[src/rtl/satalu_pkg.sv]
package satalu_pkg;
  localparam logic [6:0] MAJOR_OPC = 7'b0001011;
  localparam logic [2:0] GROUP_F3  = 3'b011;

  localparam logic [6:0] F7_SADD = 7'b0001110;
  localparam logic [6:0] F7_UADD = 7'b0001111;
  localparam logic [6:0] F7_SSUB = 7'b0010000;
  localparam logic [6:0] F7_USUB = 7'b0010001;
  localparam logic [6:0] F7_SLA  = 7'b0001010;
  localparam logic [6:0] F7_SLL  = 7'b0001100;
  localparam logic [6:0] F7_WRAP = 7'b0010010;

  typedef enum logic [2:0] {
    OP_NONE, OP_SADD, OP_UADD, OP_SSUB, OP_USUB, OP_SLA, OP_SLL, OP_WRAP
  } satalu_op_e;
endpackage

[src/rtl/satalu_decode.sv]
module satalu_decode
  import satalu_pkg::*;
(
  input  logic [6:0] funct7,
  input  logic [2:0] funct3,
  input  logic [6:0] opcode,
  output satalu_op_e op,
  output logic       hit
);
  logic group_ok;
  assign group_ok = (opcode == MAJOR_OPC) && (funct3 == GROUP_F3);

  always_comb begin
    op = OP_NONE;
    if (group_ok) begin
      unique case (funct7)
        F7_SADD: op = OP_SADD;
        F7_UADD: op = OP_UADD;
        F7_SSUB: op = OP_SSUB;
        F7_USUB: op = OP_USUB;
        F7_SLA:  op = OP_SLA;
        F7_SLL:  op = OP_SLL;
        F7_WRAP: op = OP_WRAP;
        default: op = OP_NONE;
      endcase
    end
  end

  assign hit = (op != OP_NONE);
endmodule

[src/rtl/satalu_addsub.sv]
module satalu_addsub #(
  parameter int XLEN = 32
) (
  input  logic [XLEN-1:0] a,
  input  logic [XLEN-1:0] b,
  output logic [XLEN-1:0] sadd_res,
  output logic [XLEN-1:0] uadd_res,
  output logic [XLEN-1:0] ssub_res,
  output logic [XLEN-1:0] usub_res,
  output logic [XLEN-1:0] wrap_res
);
  localparam int MSB = XLEN - 1;
  localparam logic [XLEN-1:0] SMAX = {1'b0, {(XLEN-1){1'b1}}};
  localparam logic [XLEN-1:0] SMIN = {1'b1, {(XLEN-1){1'b0}}};

  logic [XLEN:0] sum_ext;
  logic [XLEN:0] dif_ext;
  logic          add_ovf, sub_ovf, signed_lt, borrow, carry;
  logic [XLEN-1:0] clamp_val;

  assign sum_ext = {1'b0, a} + {1'b0, b};
  assign dif_ext = {1'b0, a} - {1'b0, b};
  assign carry   = sum_ext[XLEN];
  assign borrow  = dif_ext[XLEN];

  // Overflow flags from operand and result sign bits
  assign add_ovf = (a[MSB] == b[MSB]) && (sum_ext[MSB] != a[MSB]);
  assign sub_ovf = (a[MSB] != b[MSB]) && (dif_ext[MSB] != a[MSB]);
  // Signed less-than reuses the subtractor: negative xor overflow
  assign signed_lt = dif_ext[MSB] ^ sub_ovf;
  assign clamp_val = a[MSB] ? SMIN : SMAX;

  assign sadd_res = add_ovf ? clamp_val : sum_ext[XLEN-1:0];
  assign uadd_res = carry ? {XLEN{1'b1}} : sum_ext[XLEN-1:0];
  assign ssub_res = sub_ovf ? clamp_val : dif_ext[XLEN-1:0];
  assign usub_res = borrow ? '0 : dif_ext[XLEN-1:0];

  always_comb begin
    if (!signed_lt)   wrap_res = dif_ext[XLEN-1:0];
    else if (a[MSB])  wrap_res = sum_ext[XLEN-1:0];
    else              wrap_res = a;
  end
endmodule

[src/rtl/satalu_shift.sv]
module satalu_shift #(
  parameter int XLEN = 32
) (
  input  logic [XLEN-1:0]         a,
  input  logic [$clog2(XLEN)-1:0] shamt,
  output logic [XLEN-1:0]         sla_res,
  output logic [XLEN-1:0]         sll_res
);
  localparam int WIDE = 2 * XLEN;
  localparam logic [XLEN-1:0] SMAX = {1'b0, {(XLEN-1){1'b1}}};
  localparam logic [XLEN-1:0] SMIN = {1'b1, {(XLEN-1){1'b0}}};

  logic [WIDE-1:0] ext, shifted;
  logic [XLEN:0]   upper_s;     // bits that must all equal the sign to fit signed
  logic            fits_signed, fits_unsigned;

  assign ext     = {{XLEN{a[XLEN-1]}}, a};
  assign shifted = ext << shamt;
  assign upper_s = shifted[WIDE-1:XLEN-1];

  assign fits_signed   = (upper_s == '0) || (upper_s == '1);
  assign fits_unsigned = (shifted[WIDE-1:XLEN] == '0);

  assign sla_res = fits_signed ? shifted[XLEN-1:0] : (shifted[WIDE-1] ? SMIN : SMAX);
  assign sll_res = fits_unsigned ? shifted[XLEN-1:0] : {XLEN{1'b1}};
endmodule

[src/rtl/satalu_unit.sv]
module satalu_unit
  import satalu_pkg::*;
#(
  parameter int XLEN = 32
) (
  input  logic            clk,
  input  logic            rst,
  input  logic            in_valid,
  input  logic [31:0]     in_instr,
  input  logic [XLEN-1:0] in_a,
  input  logic [XLEN-1:0] in_b,
  output logic            out_valid,
  output logic [XLEN-1:0] out_data
);
  localparam int SHW = $clog2(XLEN);

  satalu_op_e      dec_op;
  logic            dec_hit;
  logic [XLEN-1:0] r_sadd, r_uadd, r_ssub, r_usub, r_wrap, r_sla, r_sll;
  logic [XLEN-1:0] sel_res;
  logic            take;

  satalu_decode u_dec (
    .funct7 (in_instr[31:25]),
    .funct3 (in_instr[14:12]),
    .opcode (in_instr[6:0]),
    .op     (dec_op),
    .hit    (dec_hit)
  );

  satalu_addsub #(.XLEN(XLEN)) u_as (
    .a(in_a), .b(in_b),
    .sadd_res(r_sadd), .uadd_res(r_uadd),
    .ssub_res(r_ssub), .usub_res(r_usub),
    .wrap_res(r_wrap)
  );

  satalu_shift #(.XLEN(XLEN)) u_sh (
    .a(in_a), .shamt(in_b[SHW-1:0]),
    .sla_res(r_sla), .sll_res(r_sll)
  );

  always_comb begin
    unique case (dec_op)
      OP_SADD: sel_res = r_sadd;
      OP_UADD: sel_res = r_uadd;
      OP_SSUB: sel_res = r_ssub;
      OP_USUB: sel_res = r_usub;
      OP_SLA:  sel_res = r_sla;
      OP_SLL:  sel_res = r_sll;
      OP_WRAP: sel_res = r_wrap;
      default: sel_res = '0;
    endcase
  end

  assign take = in_valid && dec_hit;

  always_ff @(posedge clk) begin
    if (rst) begin
      out_valid <= 1'b0;
      out_data  <= '0;
    end else begin
      out_valid <= take;
      out_data  <= take ? sel_res : '0;
    end
  end

  // Idle or rejected cycles carry zero data
  assert_idle_zero_R9: assert property (@(posedge clk) disable iff (rst)
    !out_valid |-> out_data == '0);

  // Carry out pins the unsigned sum to all ones
  assert_uadd_clamp_R3: assert property (@(posedge clk) disable iff (rst)
    (out_valid && $past(dec_op == OP_UADD) &&
     $past(({1'b0, in_a} + {1'b0, in_b}) > {1'b0, {XLEN{1'b1}}})) |-> out_data == '1);

  // Borrow floors the unsigned difference at zero
  assert_usub_floor_R5: assert property (@(posedge clk) disable iff (rst)
    (out_valid && $past(dec_op == OP_USUB) && $past(in_a < in_b)) |-> out_data == '0);

  // Same-sign operands never produce a result of the other sign
  assert_sadd_sign_R2: assert property (@(posedge clk) disable iff (rst)
    (out_valid && $past(dec_op == OP_SADD) && $past(in_a[XLEN-1] == in_b[XLEN-1]))
      |-> out_data[XLEN-1] == $past(in_a[XLEN-1]));

  // Negative operand: signed-clamped shift stays negative
  assert_sla_neg_R6: assert property (@(posedge clk) disable iff (rst)
    (out_valid && $past(dec_op == OP_SLA) && $past(in_a[XLEN-1])) |-> out_data[XLEN-1]);

  // Negative operand: unsigned-clamped shift saturates
  assert_sll_neg_R7: assert property (@(posedge clk) disable iff (rst)
    (out_valid && $past(dec_op == OP_SLL) && $past(in_a[XLEN-1])) |-> out_data == '1);

  // Non-negative a below b passes through unchanged
  assert_wrap_pass_R8: assert property (@(posedge clk) disable iff (rst)
    (out_valid && $past(dec_op == OP_WRAP) && $past(!in_a[XLEN-1]) &&
     $past($signed(in_a) < $signed(in_b))) |-> out_data == $past(in_a));
endmodule

[config.mk]
export PLATFORM = sky130hd
export DESIGN_NAME = satalu_unit
export DESIGN_NICKNAME = d
export VERILOG_FILES = /design/src/rtl/satalu_pkg.sv /design/src/rtl/satalu_decode.sv /design/src/rtl/satalu_addsub.sv /design/src/rtl/satalu_shift.sv /design/src/rtl/satalu_unit.sv
export SDC_FILE = /design/constraint.sdc
export NUM_CORES = 1
export LEC_CHECK = 0
export BUFFER_PORTS_ARGS = -buffer_cell sky130_fd_sc_hd__buf_2
export CAP_MARGIN = 20
export CORE_MARGIN = 5
export CORE_UTILIZATION = 45
export DETAILED_ROUTE_END_ITERATION = 7
export GPL_ROUTABILITY_DRIVEN = 0
export GPL_TIMING_DRIVEN = 0
export SLEW_MARGIN = 20
export SYNTH_ARGS = -nofsm -noshare
export SYNTH_HDL_FRONTEND = slang
export SYNTH_SLANG_ARGS = --single-unit
[constraint.sdc]
create_clock -name clk -period 18.4 [get_ports clk]
set_input_delay 3.68 -clock clk [delete_from_list [all_inputs] [get_ports clk]]
set_output_delay 3.68 -clock clk [all_outputs]
set_load 0.01 [all_outputs]
### After elaboration in Yosys (flattened, before gate mapping)

Cells that the tools add are included.

| storage, ports and cells | value |
|---|---|
| register bits | 33 |
| input bits | 99 |

| operators by class | value |
|---|---|
| shifts and indexed selects | 1 |
| bitwise gates (word level) | 2 |
| equality and inequality tests | 21 |
| add/sub/neg operators | 2 |
| reductions and logical operators | 9 |
| mux-type cells | 13 |

Operators by type and width:

| operator | count |
|---|---|
| 32-bit two-way mux | 10 |
| 32-bit one-hot mux with 7 select lines | 1 |
| 64-bit by 5-bit left shift with 64-bit output | 1 |
| 7-bit by 4-bit equality test with 1-bit output, second input constant | 5 |
| 32-bit by 32-bit adder with 33-bit output | 1 |
| 33-bit equality test, second input constant | 1 |
| 33-bit zero test | 1 |
| 32-bit by 32-bit subtractor with 33-bit output | 1 |
| 32-bit zero test | 1 |
| 7-bit by 5-bit equality test with 1-bit output, second input constant | 3 |
| 3-bit one-hot mux with 7 select lines | 1 |
| 3-bit equality test, second input constant | 4 |
| 3-bit by 2-bit equality test with 1-bit output, second input constant | 3 |
| 1-bit logical AND | 4 |
| 3-bit by 1-bit equality test with 1-bit output, second input constant | 1 |
| 3-bit two-way mux | 1 |
| 1-bit inequality test | 3 |
| 3-bit nonzero test | 1 |
| 2-bit OR reduction | 1 |
| 1-bit equality test | 1 |
| 1-bit logical OR | 1 |
| 1-bit inverter | 1 |
| 1-bit bitwise XOR | 1 |

### Logic depth before layout (Yosys ltp)

| logic depth | value |
|---|---|
| depth after elaboration | 7 |
| gate-level depth with buffers | 25 |
| gate-level depth less buffers | 20 |

### Cells and area by module

Synthesis repeated with hierarchy kept, for this count alone.

| second synthesis, totals | value |
|---|---|
| cell total of the unflattened synthesis | 1639 |
| area total of the unflattened synthesis | 11442.2 um^2 |

By module, submodules not included:

| module | times used | sequential area each (um^2) | area each (um^2) | cells each |
|---|---|---|---|---|
| satalu_addsub | 1 | 0.0 | 4992.3 | 794 |
| satalu_shift | 1 | 0.0 | 3515.9 | 481 |
| satalu_unit | 1 | 660.6 | 2768.9 | 341 |
| satalu_decode | 1 | 0.0 | 165.2 | 23 |

### Worst setup path after synthesis

Ideal clock, no wire load.

| timing | value |
|---|---|
| path kind | input -> register |
| start point | input port in_b[2] |
| end point | register out_data[28] |
| data arrival time | 8354 ps |
| path buffers | 6 |
| library setup time | 138 ps |
| setup slack | 9908 ps |
| stages on the path | 24 |
| path through | inv_1 > clkbuf_1 > clkbuf_1 > clkbuf_1 > ha_1 > clkbuf_1 > nand2b_1 > o211ai_1 > a211oi_1 > nor3_1 > o21ai_1 > nand3_1 > a221oi_1 > o21bai_1 > nand2b_1 > xnor2_1 > ha_1 > and2_1 > clkbuf_1 > a21o_1 > clkbuf_1 > o21ai_0 > a2111oi_2 > a41oi_1 |

| between the ends | value |
|---|---|
| cells in the longest elaborated chain, start to end | 6 |
| elaborated cells between the ends (all ways) | 22 |
| those cells by class | add/sub: 2; eq/ne: 3; shift: 1; mux: 10; bitwise: 1; reduce/logical: 5 |

RTL lines:

| element | RTL line | text |
|---|---|---|
| from (decl) | satalu_unit.sv:11 | `input logic [XLEN-1:0] in_b,` |
| 32-bit by 32-bit subtractor with 33-bit output | satalu_addsub.sv:22 | `assign dif_ext = {1'b0, a} - {1'b0, b};` |
| 1-bit inequality test | satalu_addsub.sv:28 | `assign sub_ovf = (a[MSB] != b[MSB]) && (dif_ext[MSB] != a[MSB]);` |
| 1-bit logical AND | satalu_addsub.sv:28 |  |
| 1-bit bitwise XOR | satalu_addsub.sv:30 | `assign signed_lt = dif_ext[MSB] ^ sub_ovf;` |
| 32-bit two-way mux | satalu_addsub.sv:39 | `if (!signed_lt) wrap_res = dif_ext[XLEN-1:0];` |
| 32-bit one-hot mux with 7 select lines (*) | satalu_unit.sv:44 | `unique case (dec_op)` |
| to (signal assigned) | satalu_unit.sv:64 | `out_data <= take ? sel_res : '0;` |
| to (decl) | satalu_unit.sv:13 | `output logic [XLEN-1:0] out_data` |

Every way passes the cells marked *; elsewhere a longest branch is shown, timed or not.
A chain may end at the register's enable or synchronous reset.

### Worst setup path after layout

| timing | value |
|---|---|
| start point | input port in_b[2] |
| end point | register out_data[19] |

The elaborated chain is that of the path after synthesis.

==> metrics.md <==
| Metric | Value |
|---|---|
| Fraction of the yosys area taken by sequential cells | 6.543% |
| Leak pwr | 4.423 nW |
| Nets@finish | 1,776 |
| Die area | 0.02553 sq mm |
| Synth Area in Compound Gates | 33.72% |
| Simple-gate area share of the yosys netlist | 25.46% |
| Total clock buffers created by CTS | 5 |
| Initial Util | 45.98% |
| Sw Share | 50.04% |
| Mapped Nets | 1,654 |
| CTS tree | built |
| Syn_area_per_cell | 6.795 sq um |
| Max-cap viol count | 0 |
| Total power per unit cell area | 44.52 mW/mm^2 |
| Via count | 13,170 |
| Final Max Tran Viols | 0 |
| Slew HR | 20.92% |
| Diodes inserted | 0 |
| First-pass GRT wire length | 72,530 microns |
| Antenna violations before repair | 1 |
| Setup-failing EPs final | 0 |
| CP endpoint kind | flip-flop |
| Syn Inst Count | 1,486 |
| DR pass1 iterations | 8 |
| Setup TNS | 0 ps |
| Largest net degree at the start of global routing | 12 |
| Worst endpoint required time | 18,500 ps |
| Synth Area in Adders | 8.773% |
| RSZ-0062 raised after global routing | no |
| Core area | 0.02196 sq mm |
| Cell Area, Synth | 0.01010 sq mm |
| Crit path time final | 11,000 ps |
| Final hold vios | 0 |
| Clock slew at reported path FFs | 70 ps |
| Post-Synth XOR/XNOR Area | 4.597% |
| Number of antenna-violating nets in the routed design | 0 |
| Max Buffers Root-to-Sink | 2 |
| Clk pwr share | 20.6% |
| Area contributors post-synth | ha_1 8.2%, a21oi_1 6.7%, dfxtp_1 6.5% |
| Total wire length | 47,980 microns |
| Achievable frequency | 90.89 MHz |
| Primary FF master, synth | dfxtp_1 |
| Number of remaining DRC errors | 10 |
| Failing checks | design-rule violations |
| Layout Area Growth over Synthesis | 10.93% |
| Crit-path max FO | 10 |
| IO Pins | 132 |
| Total global routing overflow | 0 |
| Seq pwr share | 14.3% |
| Seq cells post-synth | 33 |
| CTS Sinks | 33 |
| Clock root cell | clkbuf_16 |
| Number of synthesized flops with an enable pin | 0 |
| Worst min path class | in -> reg |
| Share of post-route cells with drive strength above 1 | 13.92% |
| Max VDD drop | 0.04441 mV |
| Internal power | 0.0002492 W |
| # rows | 54 |
| Drt wl/cell | 25.40 microns |
| Gate power share | 65.0% |
| Final critical-path share of the clock period | 59.80% |
| Die Ht | 159.8 microns |
| Synth Warn # | 0 |
| Setup crit start kind | input port |
| Most common cell in the netlist | nor2_1 |
| Vias per inst | 6.970 |
| Setup Fix Bufs, Post-CTS | 0 |
| Distinct cells, synth | 86 |
| Die width | 159.8 microns |
| Fill cells | 2,313 |
| CTS resizes | 0 |
| Share of flip-flops with an asynchronous set or reset | 0% |
| Yosys top cell by area | ha_1 |
| Hold_buf cts | 0 |
| CP arrival | 11,110 ps |
| Vias in the first global route | 12,280 |
| Global-route usage over all layers | 35.33% |
| Dpl hpwl | 37,860 microns |
| Status | finished, violations left |
| # H-tree levels | 2 |
| Portion of netlist area occupied by mux cells | 13.01% |
| Post-synth top cells | 173 x nor2_1, 136 x a21oi_1, 130 x nand2_1, 99 x o21ai_0, 88 x clkbuf_1 |
| # port buffers | 115 |
| Crit Path Class | in -> reg |
| Synth top area share | 8.178% |
| Initial DRC count | 2,032 |
| Sw Pwr | 0.0002495 W |
| Slew @ Worst Pin | 1183 ps |
| Main combinational cell family by area after synthesis | compound AO/OA/AOI/OAI gates |
| Core Util, Final | 51.01% |
==> cell usage in the layout, fill, tap and decap left out, types with 32 or more instances in the layout <==
master and instances:
ha_1 66, o21ai_0 99, nor3_1 47, buf_2 124, nor2_1 173, xnor2_1 42, nand3_1 32, dfxtp_1 33
inv_1 66, nand2_1 130, a21oi_1 136, mux2i_1 39, clkbuf_1 88
==> power by group through the flow <==
stage               Sequential, W  Combinational [W]  Clock, W
global route            0.0000714           0.000343  0.000107
detailed placement      0.0000730           0.000308         0
global placement        0.0000730           0.000307         0
CTS                     0.0000714           0.000309  0.000104
finish                  0.0000714           0.000324  0.000103
floorplan               0.0000730           0.000210         0
==> registers in the layout, indices dropped and copies added (netlist names) <==
register and flops:
out_data 32, out_valid 1
==> through the flow <==
step / power [W] / std cells / hold slack [ps] / instance area (sq um) / setup WS [ps]
4_1_cts: 0.0004847 / 1889 / 3963 / 11200 / 7831
3_3_place_gp: 0.0003804 / 1881 / 4076 / 11020 / 7616
5_1_grt: 0.0005216 / 1889 / 3997 / 11200 / 7173
2_1_floorplan: 0.0002835 / 1486 / 3931 / 10100 / 9908
3_5_place_dp: 0.0003808 / 1881 / 4074 / 11020 / 7544
6_report: 0.0004987 / 1889 / 4002 / 11200 / 7397
==> worst max-delay path, cell delays in order <==
cell and delay [ps]:
buf_2 180, inv_1 110, clkbuf_1 490, clkbuf_1 500
clkbuf_1 470, ha_1 200, clkbuf_1 380, o211ai_1 160
a21oi_1 330, o21ai_0 230, a21oi_1 230, o21ai_0 280
a211oi_1 420, o211ai_1 170, a21oi_1 200, o21a_1 140
nor2_1 50, fa_1 620, nand3b_1 120, nand3_1 500
nor2_1 330, nor2_1 240, o221ai_1 140, a2111oi_0 720
a21oi_1 210
==> cell type report <==
cell class                 count  area, sq um  share of cell area (%)
multi-input combinational   1259         8641                   77.15
sequential                    33        660.6                   5.898
clock buffer                   6        138.9                   1.240
clock inverter                 2        37.54                  0.3351
inverter                      69        259.0                   2.312
timing repair buffer         115        575.6                   5.139
buffer                       125        538.0                   4.803
tap                          280        350.3                   3.128
==> per-layer routing <==
| layer | up-vias | global-route usage (%) | share of wire, % |
|---|---|---|---|
| li1 | 5789 | - | - |
| met5 | - | 0 | 0 |
| met4 | 0 | 16.03 | 6.2 |
| met2 | 1129 | 51.12 | 40 |
| met1 | 5995 | 48.47 | 39 |
| met3 | 253 | 10.26 | 15 |
==> path summary, 6_finish.rpt <==
check	start	slack [ps]	endpoint	depth (start not counted)
max	in_b[2]	7400	out_data[19]	25
min	in_a[0]	4000	out_data[0]	3
==> cells by family (layout without fill, tap and decap cells) <==
group	Yosys count	after routing
buffers and inverters	194	317
AND/OR/NAND/NOR	540	540
multiplexers	94	94
XOR/XNOR	53	53
flip-flops	33	33
adder cells (fa/ha/maj)	69	69
AO/OA/AOI/OAI	503	503
Note: power is estimated with default switching activity, not from simulation.
